## config.mk

```make
export PLATFORM = sky130hd
export DESIGN_NAME = fetch_pc_unit
export DESIGN_NICKNAME = d
export VERILOG_FILES = /design/src/rtl/pcu_pkg.sv /design/src/rtl/pcu_arbiter.sv /design/src/rtl/pcu_ret_stack.sv /design/src/rtl/pcu_next_pc.sv /design/src/rtl/fetch_pc_unit.sv
export SDC_FILE = /design/constraint.sdc
export NUM_CORES = 1
export LEC_CHECK = 0
export BUFFER_PORTS_ARGS = -buffer_cell sky130_fd_sc_hd__buf_2
export CAP_MARGIN = 10
export CORE_MARGIN = 2
export CORE_UTILIZATION = 52
export DETAILED_ROUTE_END_ITERATION = 6
export PLACE_DENSITY = 0.68
export SETUP_SLACK_MARGIN = 0.3
export SKIP_CTS_REPAIR_TIMING = 1
export SYNTH_ARGS = -nofsm -noshare
export SYNTH_HDL_FRONTEND = slang
export SYNTH_HIERARCHICAL = 1
export SYNTH_SLANG_ARGS = --single-unit
```

## constraint.sdc

```tcl
create_clock -name clk -period 10.6 [get_ports clk]
set_input_delay 1.06 -clock clk [delete_from_list [all_inputs] [get_ports clk]]
set_output_delay 1.06 -clock clk [all_outputs]
set_load 0.01 [all_outputs]
```

## src/rtl/pcu_pkg.sv

```systemverilog
package pcu_pkg;

    localparam int unsigned PC_WIDTH     = 21;
    localparam int unsigned RSTACK_DEPTH = 31;
    localparam int unsigned WORD_STEP    = 2;

    localparam logic [PC_WIDTH-1:0] VEC_RESET = 21'h000000;
    localparam logic [PC_WIDTH-1:0] VEC_HIGH  = 21'h000008;
    localparam logic [PC_WIDTH-1:0] VEC_LOW   = 21'h000018;

    typedef enum logic [2:0] {
        NXT_HOLD,
        NXT_SEQ,
        NXT_TARGET,
        NXT_VEC_HI,
        NXT_VEC_LO,
        NXT_POP
    } next_sel_e;

    typedef struct packed {
        next_sel_e sel;
        logic      push;
        logic      pop;
        logic      push_next;
    } flow_ctl_t;

    typedef struct packed {
        logic adv;
        logic jump;
        logic call;
        logic ret;
        logic irq_hi;
        logic irq_lo;
    } flow_req_t;

    function automatic flow_ctl_t resolve_flow(input flow_req_t r);
        flow_ctl_t c;
        c = '{sel: NXT_HOLD, push: 1'b0, pop: 1'b0, push_next: 1'b0};
        if (r.irq_hi) begin
            c.sel  = NXT_VEC_HI;
            c.push = 1'b1;
        end else if (r.irq_lo) begin
            c.sel  = NXT_VEC_LO;
            c.push = 1'b1;
        end else if (r.ret) begin
            c.sel = NXT_POP;
            c.pop = 1'b1;
        end else if (r.call) begin
            c.sel       = NXT_TARGET;
            c.push      = 1'b1;
            c.push_next = 1'b1;
        end else if (r.jump) begin
            c.sel = NXT_TARGET;
        end else if (r.adv) begin
            c.sel = NXT_SEQ;
        end
        return c;
    endfunction

endpackage

```

## src/rtl/pcu_arbiter.sv

```systemverilog
module pcu_arbiter
    import pcu_pkg::*;
(
    input  flow_req_t req_i,
    output flow_ctl_t ctl_o
);
    always_comb begin
        ctl_o = resolve_flow(req_i);
    end
endmodule

```

## src/rtl/pcu_ret_stack.sv

```systemverilog
module pcu_ret_stack #(
    parameter int unsigned W     = 21,
    parameter int unsigned DEPTH = 31
) (
    input  logic         clk,
    input  logic         rst,
    input  logic         push_en,
    input  logic [W-1:0] push_val,
    input  logic         pop_en,
    output logic [W-1:0] top_val,
    output logic         ovf_o,
    output logic         unf_o
);
    localparam int unsigned CNT_W = $clog2(DEPTH + 1);
    localparam int unsigned IDX_W = (DEPTH > 1) ? $clog2(DEPTH) : 1;

    logic [CNT_W-1:0] cnt_q;
    logic [W-1:0]     slot_q [DEPTH];
    logic             full, empty, do_push, do_pop;
    logic [IDX_W-1:0] top_idx;
    logic             ovf_q, unf_q;

    assign full    = (cnt_q == CNT_W'(DEPTH));
    assign empty   = (cnt_q == '0);
    assign do_push = push_en && !full;
    assign do_pop  = pop_en && !empty;
    assign top_idx = IDX_W'(cnt_q - CNT_W'(1));
    assign top_val = empty ? '0 : slot_q[top_idx];

    for (genvar i = 0; i < DEPTH; i++) begin : g_slot
        always_ff @(posedge clk) begin
            if (do_push && (cnt_q == CNT_W'(i))) begin
                slot_q[i] <= push_val;
            end
        end
    end

    always_ff @(posedge clk) begin
        if (rst) begin
            cnt_q <= '0;
            ovf_q <= 1'b0;
            unf_q <= 1'b0;
        end else begin
            if (do_push) begin
                cnt_q <= cnt_q + CNT_W'(1);
            end else if (do_pop) begin
                cnt_q <= cnt_q - CNT_W'(1);
            end
            if (push_en && full) begin
                ovf_q <= 1'b1;
            end
            if (pop_en && empty) begin
                unf_q <= 1'b1;
            end
        end
    end

    assign ovf_o = ovf_q;
    assign unf_o = unf_q;
endmodule

```

## src/rtl/pcu_next_pc.sv

```systemverilog
module pcu_next_pc
    import pcu_pkg::*;
#(
    parameter int unsigned          PC_W  = 21,
    parameter int unsigned          STEP  = 2,
    parameter logic [PC_W-1:0]      HI_AT = 21'h000008,
    parameter logic [PC_W-1:0]      LO_AT = 21'h000018
) (
    input  next_sel_e        sel_i,
    input  logic [PC_W-1:0]  pc_i,
    input  logic [PC_W-1:0]  target_i,
    input  logic [PC_W-1:0]  pop_val_i,
    output logic [PC_W-1:0]  seq_o,
    output logic [PC_W-1:0]  next_o
);
    assign seq_o = pc_i + PC_W'(STEP);

    always_comb begin
        unique case (sel_i)
            NXT_SEQ:    next_o = seq_o;
            NXT_TARGET: next_o = target_i;
            NXT_VEC_HI: next_o = HI_AT;
            NXT_VEC_LO: next_o = LO_AT;
            NXT_POP:    next_o = pop_val_i;
            default:    next_o = pc_i;
        endcase
    end
endmodule

```

## src/rtl/fetch_pc_unit.sv

```systemverilog
module fetch_pc_unit
    import pcu_pkg::*;
#(
    parameter int unsigned     PC_W     = PC_WIDTH,
    parameter int unsigned     STK_SIZE = RSTACK_DEPTH,
    parameter int unsigned     STEP     = WORD_STEP,
    parameter logic [PC_W-1:0] RST_AT   = VEC_RESET,
    parameter logic [PC_W-1:0] HI_AT    = VEC_HIGH,
    parameter logic [PC_W-1:0] LO_AT    = VEC_LOW
) (
    input  logic            clk,
    input  logic            rst,
    input  logic            adv_i,
    input  logic            jump_i,
    input  logic            call_i,
    input  logic            ret_i,
    input  logic            irq_hi_i,
    input  logic            irq_lo_i,
    input  logic [PC_W-1:0] target_i,
    output logic [PC_W-1:0] pc_o,
    output logic            ovf_o,
    output logic            unf_o
);
    flow_req_t       req;
    flow_ctl_t       ctl;
    logic [PC_W-1:0] pc_q, pc_d, seq_pc, pop_val, push_val;

    assign req = '{adv: adv_i, jump: jump_i, call: call_i, ret: ret_i,
                   irq_hi: irq_hi_i, irq_lo: irq_lo_i};

    pcu_arbiter u_arb (
        .req_i (req),
        .ctl_o (ctl)
    );

    pcu_next_pc #(
        .PC_W  (PC_W),
        .STEP  (STEP),
        .HI_AT (HI_AT),
        .LO_AT (LO_AT)
    ) u_next (
        .sel_i     (ctl.sel),
        .pc_i      (pc_q),
        .target_i  (target_i),
        .pop_val_i (pop_val),
        .seq_o     (seq_pc),
        .next_o    (pc_d)
    );

    assign push_val = ctl.push_next ? seq_pc : pc_q;

    pcu_ret_stack #(
        .W     (PC_W),
        .DEPTH (STK_SIZE)
    ) u_stack (
        .clk      (clk),
        .rst      (rst),
        .push_en  (ctl.push),
        .push_val (push_val),
        .pop_en   (ctl.pop),
        .top_val  (pop_val),
        .ovf_o    (ovf_o),
        .unf_o    (unf_o)
    );

    always_ff @(posedge clk) begin
        if (rst) begin
            pc_q <= RST_AT;
        end else begin
            pc_q <= pc_d;
        end
    end

    assign pc_o = pc_q;
endmodule

```

# Yosys cells after proc, flatten, opt, wreduce, memory -nomap -nowiden
# Memory sizes are Yosys's and may differ from the RTL's.
# Index checks and enable logic that the tools add are counted.
[totals]
reg_bits = 28
latchBits = 0
ram_bits = 651
mem_bits_ro = 0
in_bits = 29
out_inout_bits = 23
wordCells = 282
mem_count = 1
[op_classes]
add_sub_neg = 3
n_mul = 0
div = 0
magnitude_cmp = 0
n_eq_ne = 36
shift = 0
n_mux = 168
bitwise = 0
reduce_logical = 70
[memory_table]
columns = ["memory", "depth", "width", "read_ports", "rd_clocked_by_memory_dff", "wr", "line", "rtl"]
rows = [
  ["u_stack.slot_q", 31, 21, 1, 0, 1, "pcu_ret_stack.sv:18", "logic [W-1:0] slot_q [DEPTH];"],
]
[op_table]
columns = ["operator", "count"]
rows = [
  ["two-way mux 21 bit", 32],
  ["OR reduction 21 bit", 30],
  ["two-way mux 5 bit", 32],
  ["case mux 21 bit (5 select lines)", 1],
  ["two-way mux 1 bit", 96],
  ["equality test 5 bit, second input constant", 16],
  ["equality test 5 x 4 -> 1 bit, second input constant", 8],
  ["logical AND 1 bit", 35],
  ["adder 21 x 2 -> 21 bit, second input constant", 1],
  ["equality test 5 x 3 -> 1 bit, second input constant", 4],
  ["equality test 5 x 2 -> 1 bit, second input constant", 2],
  ["two-way mux 4 bit", 2],
  ["equality test 3 x 2 -> 1 bit, second input constant", 2],
  ["equality test 3 bit, second input constant", 2],
  ["two-way mux 2 bit", 3],
  ["two-way mux 3 bit", 2],
  ["adder 5 x 1 -> 5 bit, second input constant", 1],
  ["equality test 5 x 1 -> 1 bit, second input constant", 1],
  ["zero test 5 bit", 1],
  ["nonzero test 5 bit", 1],
  ["subtractor 5 x 1 -> 5 bit, second input constant", 1],
  ["equality test 3 x 1 -> 1 bit, second input constant", 1],
  ["zero test 1 bit", 2],
  ["nonzero test 2 bit", 1],
]

# Logic depth before layout (Yosys ltp)
# Gate-level depths: netlist of the first run.
[depth]
word_depth = 41
mapped_depth = 20
depth_no_buf = 13

# By module
# The synthesis of the first run kept the hierarchy.
[by_module_without_submodules]
columns = ["module", "instances", "cells_each", "area_each_um2", "seq_area_each_um2"]
rows = [
  ["pcu_ret_stack", 1, 1191, 25588.3, 19688.9],
  ["pcu_next_pc", 1, 230, 1420.1, 0.0],
  ["fetch_pc_unit", 1, 67, 910.9, 420.4],
  ["pcu_arbiter", 1, 13, 67.6, 0.0],
]

# Worst setup path before layout of the first run
# OpenSTA, ideal clock, no wires.
[synth_timing]
path_type = "in2reg"
startpoint = "in call_i"
endpoint = "mem u_stack.slot_q[4][0] (enable)"
setup_time_ps = 453
arrival_time_ps = 3888
required_ps = 10147
path_slack_ps = 6259
cell_stages = 5
path_buffers = 0
cell_sequence = "inv_1 > o21ai_0 > nor2b_1 > nand2_1 > nor4_1"
[synth_lines]
columns = ["element", "line", "rtl"]
rows = [
  ["start, declared", "fetch_pc_unit.sv:15", "input logic call_i,"],
  ["end, declared", "pcu_ret_stack.sv:18", ""],
]

# Worst setup path in the final report of the first run
[layout_timing]
startpoint = "reg u_stack.cnt_q[0]"
endpoint = "reg pc_q[10], in the netlist pc_o[10]"
[layout_via]
elab_chain_cells = 4
elab_cells_between_ends = 5
cone_classes = "add/sub: 1; mux: 2; reduce/logical: 1; memory: 1"
[layout_lines]
columns = ["element", "line", "rtl"]
rows = [
  ["start, declared", "pcu_ret_stack.sv:17", "logic [CNT_W-1:0] cnt_q;"],
  ["start signal, assigned", "pcu_ret_stack.sv:45", "cnt_q <= cnt_q + CNT_W'(1);"],
  ["start signal, assigned", "pcu_ret_stack.sv:47", "cnt_q <= cnt_q - CNT_W'(1);"],
  ["subtractor 5 x 1 -> 5 bit", "pcu_ret_stack.sv:27", "assign top_idx = IDX_W'(cnt_q - CNT_W'(1));"],
  ["memory (31 x 21 bit)", "-", ""],
  ["two-way mux 21 bit *", "pcu_ret_stack.sv:28", "assign top_val = empty ? '0 : slot_q[top_idx];"],
  ["via pop_val[10]", "fetch_pc_unit.sv:26", "logic [PC_W-1:0] pc_q, pc_d, seq_pc, pop_val, push_val;"],
  ["case mux 21 bit (5 select lines) *", "pcu_next_pc.sv:19", "unique case (sel_i)"],
  ["via pc_d[10]", "fetch_pc_unit.sv:26", ""],
  ["end signal, assigned", "fetch_pc_unit.sv:70", "pc_q <= pc_d;"],
  ["end, declared", "fetch_pc_unit.sv:26", ""],
]
# The timed path passes the listed nets; every way through them passes the cells marked *.
# A chain may end at the register's enable or synchronous reset.

==> impl_metrics.csv, run 1 <==
group,metric,value,unit
worst_setup_path,worstRegToRegCells,12,
global_route,grt_pass1_vias,14600,
worst_hold_path,hold_depth,2,
pwr,p_leak,0.0103,uW
sta,tightest_slew,1090,ps
sta,maxSlewViolCount,0,
sta,slew_headroom,27.3,%
cts,clk_pin_slew_worst_paths,60,ps
yosys,synth-simple-area-share,4.36,%
pwr,p_total,6250,uW
floorplan,die_h,236,um
yosys,synth_enable_flop_cells,651,
cts,clockBufferDepth,3,
yosys,synthAdderAreaFrac,0.358,%
cts,cts-root-buf,"clkbuf_16",
layout,layout-drive-gt1-share,23.5,%
cts,clkLatencyLatePin,600,ps
worst_setup_path,cp-start-kind,"flip-flop",
route,dr.pass1.iters,5,
global_route,grt_pass1_wl,96.7,mm
yosys,ys_top_cells_by_count,"edfxtp_1 (651), mux4_2 (148), mux2i_1 (86)",
sta,finalHoldViolCount,0,
worst_hold_path,min_to,"u_stack/ovf_o",
yosys,synth.area.top_cells,"edfxtp_1 (70%), mux4_2 (12%), mux2i_1 (3.1%), dfxtp_1 (2.0%), a211oi_1 (1.4%)",
cts,cts.sinks,679,
yosys,synth-seq-cells,679,
pwr,ir_drop,0.000114,V
yosys,yosysSeqAreaShare,71.9,%
worst_hold_path,min-delay-start,"u_stack/ovf_o",
worst_setup_path,rrSetupSlack,5700,ps
floorplan,fp.coreArea,0.0535,mm2
floorplan,die-area,0.0557,mm2
worst_setup_path,slowest_delay,940,ps
route,via_per_inst,6.36,
layout,area_delta_synth_final,11.6,%
yosys,postSynthCellCount,1501,
worst_setup_path,cp.arrival,5390,ps
route,ant_nets,0,
sta,max_freq,204,MHz
yosys,synth_cell_types,68,
route,wl_per_cell,28.2,um
sta,rsz0062_at_grt,"no",
placement,dp_hpwl,37.2,mm
worst_setup_path,critPathKind,"reg -> reg",
yosys,muxShareOfSynthArea,16.1,%
worst_setup_path,crit_slowest_cell,"dfxtp_4",
yosys,syn_nets,1538,
placement,portBuffers,51,
worst_setup_path,reg2reg_to,"pc_o[10]",
worst_hold_path,hp-class,"reg -> reg",
worst_setup_path,cp_common_cell,"nand2_1",
route,wl,65.4,mm
cts,cts_htree_levels,3,
global_route,grt_max_degree,130,
global_route,grt_antenna_before_repair,0,
sta,layout_worst_path_cycle_share,46.3,%
worst_setup_path,cp_cell_sequence,"buf_12 > buf_4 > mux4_2 > mux2i_1 > nand2_1 > a32o_1 > nand2_1 > nand2_1 > a21oi_1 > a21oi_1 > a2bb2oi_1 > and2b_1",
floorplan,dieWidth,236,um
sta,fin_skew,17.1,ps
yosys,synth_largest_area_cell,"edfxtp_1",
route,drc,0,
pwr,power_density,200,mW/mm2
floorplan,ios,52,
global_route,gr-total-overflow,0,
yosys,synth_xor_area_share,0.867,%
yosys,synth-compound-area-share,4.58,%
yosys,synth_top_family_by_area,"multiplexers",
sta,finalHoldWorstSlack,489,ps
floorplan,num_rows,85,
placement,globalplace.congestion,0.817,
yosys,ys_warn_count,6,
yosys,synthFlopType,"edfxtp_1",
yosys,synth_area,0.0280,mm2
worst_setup_path,startpoint,"u_stack/cnt_q[0]",
global_route,grt_usage,23.6,%
cts,cts-buffers-inserted,67,
floorplan,start_util,52.3,%
yosys,synthMostInstantiatedCell,"edfxtp_1",
yosys,syn_avg_cell_area,18.6,um2
sta,setup_violations,0,
sta,tns,0,ps
sta,timing.final.crit_period,4900,ps
worst_setup_path,crit_family,"buffers and inverters",
worst_setup_path,r2r-start,"u_stack/cnt_q[0]",
worst_setup_path,cp-end-kind,"flip-flop",
status,status,"finished, final reports clean",
yosys,synth_top_area_share,69.8,%
route,vias,14800,
layout,final_nets,1614,
yosys,async_flop_share,0,%
cts,cts_tree,"done",
worst_setup_path,required,11090,ps
worst_setup_path,crit_buf_inv,2,
run,drv_cap,0,
worst_setup_path,critical_path_peak_fanout,87,
route,drt_iter0_drc,1346,
layout,diodes,0,
## per-layer routing
metal | track usage, % | part of all wire [%] | routed length [um] | up-vias
li1 | - | - | - | 6223
met1 | 35.5 | 44 | 28700 | 7838
met5 | 0 | 0 | 0 | -
met4 | 6.76 | 1.8 | 1210 | 0
met2 | 36.5 | 47 | 31000 | 609
met3 | 3.34 | 6.9 | 4480 | 96
## worst min-delay path, stage by stage, from the launching register on
cell	delay (ps)
dfxtp_1	340
a21oi_1	40
nor2_1	70
## layout by cell type (no fill, tap or decap), types with 6 or more instances in the layout
| master | count |
|---|---|
| nor2_1 | 46 |
| nand3_1 | 7 |
| mux4_2 | 148 |
| clkbuf_1 | 26 |
| nand2_1 | 82 |
| and2b_1 | 14 |
| mux2i_1 | 86 |
| buf_2 | 51 |
| mux2_4 | 20 |
| nor3_1 | 7 |
| ha_1 | 7 |
| o21ai_0 | 10 |
| edfxtp_1 | 651 |
| clkinv_1 | 8 |
| xnor2_1 | 15 |
| inv_1 | 29 |
| clkbuf_16 | 70 |
| a211oi_1 | 52 |
| xor2_1 | 6 |
| dfxtp_1 | 27 |
| a21oi_1 | 56 |
| a32o_1 | 19 |
| nor2b_1 | 11 |
| buf_4 | 41 |
| a2bb2oi_1 | 10 |
| and2_1 | 26 |
## state kept, by name, indices dropped and copies added (netlist names)
name,cells
pc_o,21
u_stack/slot_q,651
u_stack/ovf_o,1
u_stack/cnt_q,5
u_stack/unf_o,1
## how the worst max path moves through the flow
stage                            to  slack (ps)  depth (start not counted)
3_5_place_dp               pc_o[10]        5680                         12
6_report                   pc_o[10]        5700                         12
5_1_grt                    pc_o[10]        5360                         12
3_3_place_gp               pc_o[18]        5720                          9
2_1_floorplan  u_stack/slot_q[4][0]        6260                          5
4_1_cts                    pc_o[10]        5670                         12
## per-stage QoR
stage | cells | util, % | instance area (um2) | worst slack (ps)
finish | 2321 | 58.4 | 31200 | 5700
global route | 2321 | 58.4 | 31200 | 5360
CTS | 2321 | 58.4 | 31200 | 5670
detailed placement | 2204 | 54.5 | 29200 | 5680
global placement | 2204 | 54.5 | 29200 | 5720
floorplan | 1501 | - | 28000 | 6260
## report_power, final
part / total, uW / internal, uW / switching [uW]
clock: 2270 / 1320 / 951
sequential: 3060 / 3020 / 38.0
combinational: 930 / 366 / 563
## logic make-up after synthesis
family          Yosys count
xor+xnor                 26
fa+ha+maj                 8
simple gates            235
compound gates          180
buf+inv                 118
mux                     255
flops                   679
## final cells by class
| type | instances | area [um2] |
|---|---|---|
| Multi-Input combinational cell | 704 | 7450 |
| Fill cell | 3872 | 22300 |
| Timing Repair Buffer | 94 | 603 |
| Tap cell | 696 | 871 |
| Clock buffer | 97 | 1860 |
| Inverter | 31 | 116 |
| Clock inverter | 20 | 200 |
| Sequential cell | 679 | 20100 |
(Power assumes the default switching activity.)
==> run 2: changes to the inputs <==
==> constraint.sdc (replaced) <==
create_clock -name clk -period 4.6 [get_ports clk]
set_input_delay 0.46 -clock clk [delete_from_list [all_inputs] [get_ports clk]]
set_output_delay 0.46 -clock clk [all_outputs]
set_load 0.01 [all_outputs]
==> impl_metrics.csv, run 2 (same netlist as run 1, synthesis figures left out) <==
group,metric,value,unit
status,status,"finished, final reports clean",
sta,tns,0,ps
cts,clockBufferDepth,3,
pwr,p_total,14300,uW
worst_setup_path,worstRegToRegCells,13,
placement,dp_hpwl,38.8,mm
global_route,gr-total-overflow,0,
layout,final_common_cell,"edfxtp_1",
floorplan,fp.coreArea,0.0535,mm2
run,drv_cap,0,
floorplan,start_util,52.3,%
cts,cts_htree_levels,3,
pwr,pwr-share-clk,35.7,%
worst_setup_path,critPathKind,"reg -> reg",
cts,cts_tree,"done",
layout,final_nets,1633,
worst_hold_path,min-delay-start,"target_i[0]",
sta,tightest_slew,997,ps
global_route,grt_pass1_wl,96.6,mm
pwr,power_density,455,mW/mm2
pwr,p_sw,3550,uW
pwr,p_int,10800,uW
pwr,switching_share,24.8,%
worst_hold_path,hp-class,"in -> reg",
sta,finalHoldWorstSlack,264,ps
placement,globalplace.congestion,0.849,
floorplan,die_h,236,um
placement,portBuffers,51,
route,ant_nets,0,
route,vias,14700,
worst_setup_path,cp-end-kind,"flip-flop",
worst_setup_path,cp-start-kind,"flip-flop",
pwr,p_comb_share,15.3,%
layout,regMostFlops,"u_stack/slot_q",
sta,finalHoldViolCount,0,
sta,timing.final.crit_period,3580,ps
sta,slew_headroom,33.5,%
worst_setup_path,endpoint,"pc_o[14]",
worst_setup_path,critical_path_peak_fanout,18,
cts,clkLatencyLatePin,590,ps
route,drc,0,
sta,setup_violations,0,
worst_setup_path,required,5120,ps
floorplan,die-area,0.0557,mm2
sta,max_freq,279,MHz
layout,layout-drive-gt1-share,24.5,%
sta,fin_skew,19.7,ps
global_route,grt_max_degree,114,
sta,rsz0062_at_grt,"no",
global_route,grt_usage,23.6,%
layout,diodes,0,
worst_setup_path,rrSetupSlack,1020,ps
worst_setup_path,cp.arrival,4110,ps
layout,area_delta_synth_final,12.5,%
cts,cts-root-buf,"clkbuf_16",
global_route,grt_antenna_before_repair,0,
cts,cts-buffers-inserted,67,
worst_setup_path,startpoint,"u_stack/cnt_q[1]",
floorplan,dieWidth,236,um
route,wl_per_cell,27.7,um
floorplan,ios,52,
cts,cts.sinks,679,
pwr,ir_drop,0.000309,V
layout,final_cell_mix,"edfxtp_1 (651), mux4_2 (148), mux2i_1 (86)",
cts,clk_pin_slew_worst_paths,60,ps
worst_setup_path,reg2reg_to,"pc_o[14]",
worst_setup_path,r2r-start,"u_stack/cnt_q[1]",
pwr,p_leak,0.0104,uW
route,dr.pass1.iters,5,
global_route,grt_pass1_vias,14600,
layout,nFillCells,3848,
route,drt_iter0_drc,1568,
sta,layout_worst_path_cycle_share,77.9,%
route,via_per_inst,6.28,
route,wl,64.7,mm
layout,largest_reg_flops,651,
pwr,power_frac_seq,49.0,%
floorplan,num_rows,85,
layout,final_util,58.8,%
sta,maxSlewViolCount,0,
==> run 2: cell count changes in the layout (fill, tap and decap cells not counted), sizes merged <==
cell	before	now
buf	94	113
clkinv	13	18
bufinv	4	2
inv	33	32
clkbuf	97	89
clkinvlp	1	4
==> run 2: worst max-delay path, stage by stage, from the launching register on <==
cell	delay, ps
dfxtp_1	370
inv_1	160
ha_4	250
nor3b_1	650
xnor2_2	240
buf_4	350
nor4b_1	510
a211o_1	210
nand2_1	70
nand2_1	100
a21oi_1	110
a21oi_1	190
a2bb2oi_1	150
nor2b_1	130
==> run 2: layer usage <==
layer	part of all wire, %	routed length (um)	global-route usage, %
met1	43	27500	34.9
met2	46	30100	35.9
met3	8.6	5560	4.54
met4	2.4	1570	7.59
met5	0	0	0
==> run 2: how the worst min path moves through the flow <==
stage	to	slack [ps]	depth (start not counted)
after floorplan	u_stack/ovf_o	500	2
after global routing	pc_o[1]	290	4
after detailed placement	u_stack/ovf_o	500	2
final	pc_o[0]	260	4
after CTS	pc_o[0]	240	4
after global placement	u_stack/ovf_o	480	2
==> run 2: layout make-up <==
cell class                      instances  area, um2  area share, %
Clock inverter                         25        176          0.561
Clock buffer                           89       1850           5.89
Inverter                               31        116          0.370
Tap cell                              696        871           2.77
Sequential cell                       679      20100           63.9
Timing Repair Buffer                  113        896           2.85
Multi-Input combinational cell        704       7440           23.7
==> run 2: stage by stage <==
stage,instances,instance area (um2),setup WS [ps]
4_1_cts,2337,31500,1110
3_5_place_dp,2223,29400,1120
6_report,2337,31500,1020
5_1_grt,2337,31500,853
3_3_place_gp,2223,29400,1150
2_1_floorplan,1501,28000,558
==> run 2: power groups by stage <==
stage	clock network, uW	registers (uW)	logic (uW)
after floorplan	0	7130	1480
after global placement	0	7140	2170
after detailed placement	0	7150	2190
after CTS	5220	7010	2200
after global routing	5460	7020	2350
final	5120	7020	2200
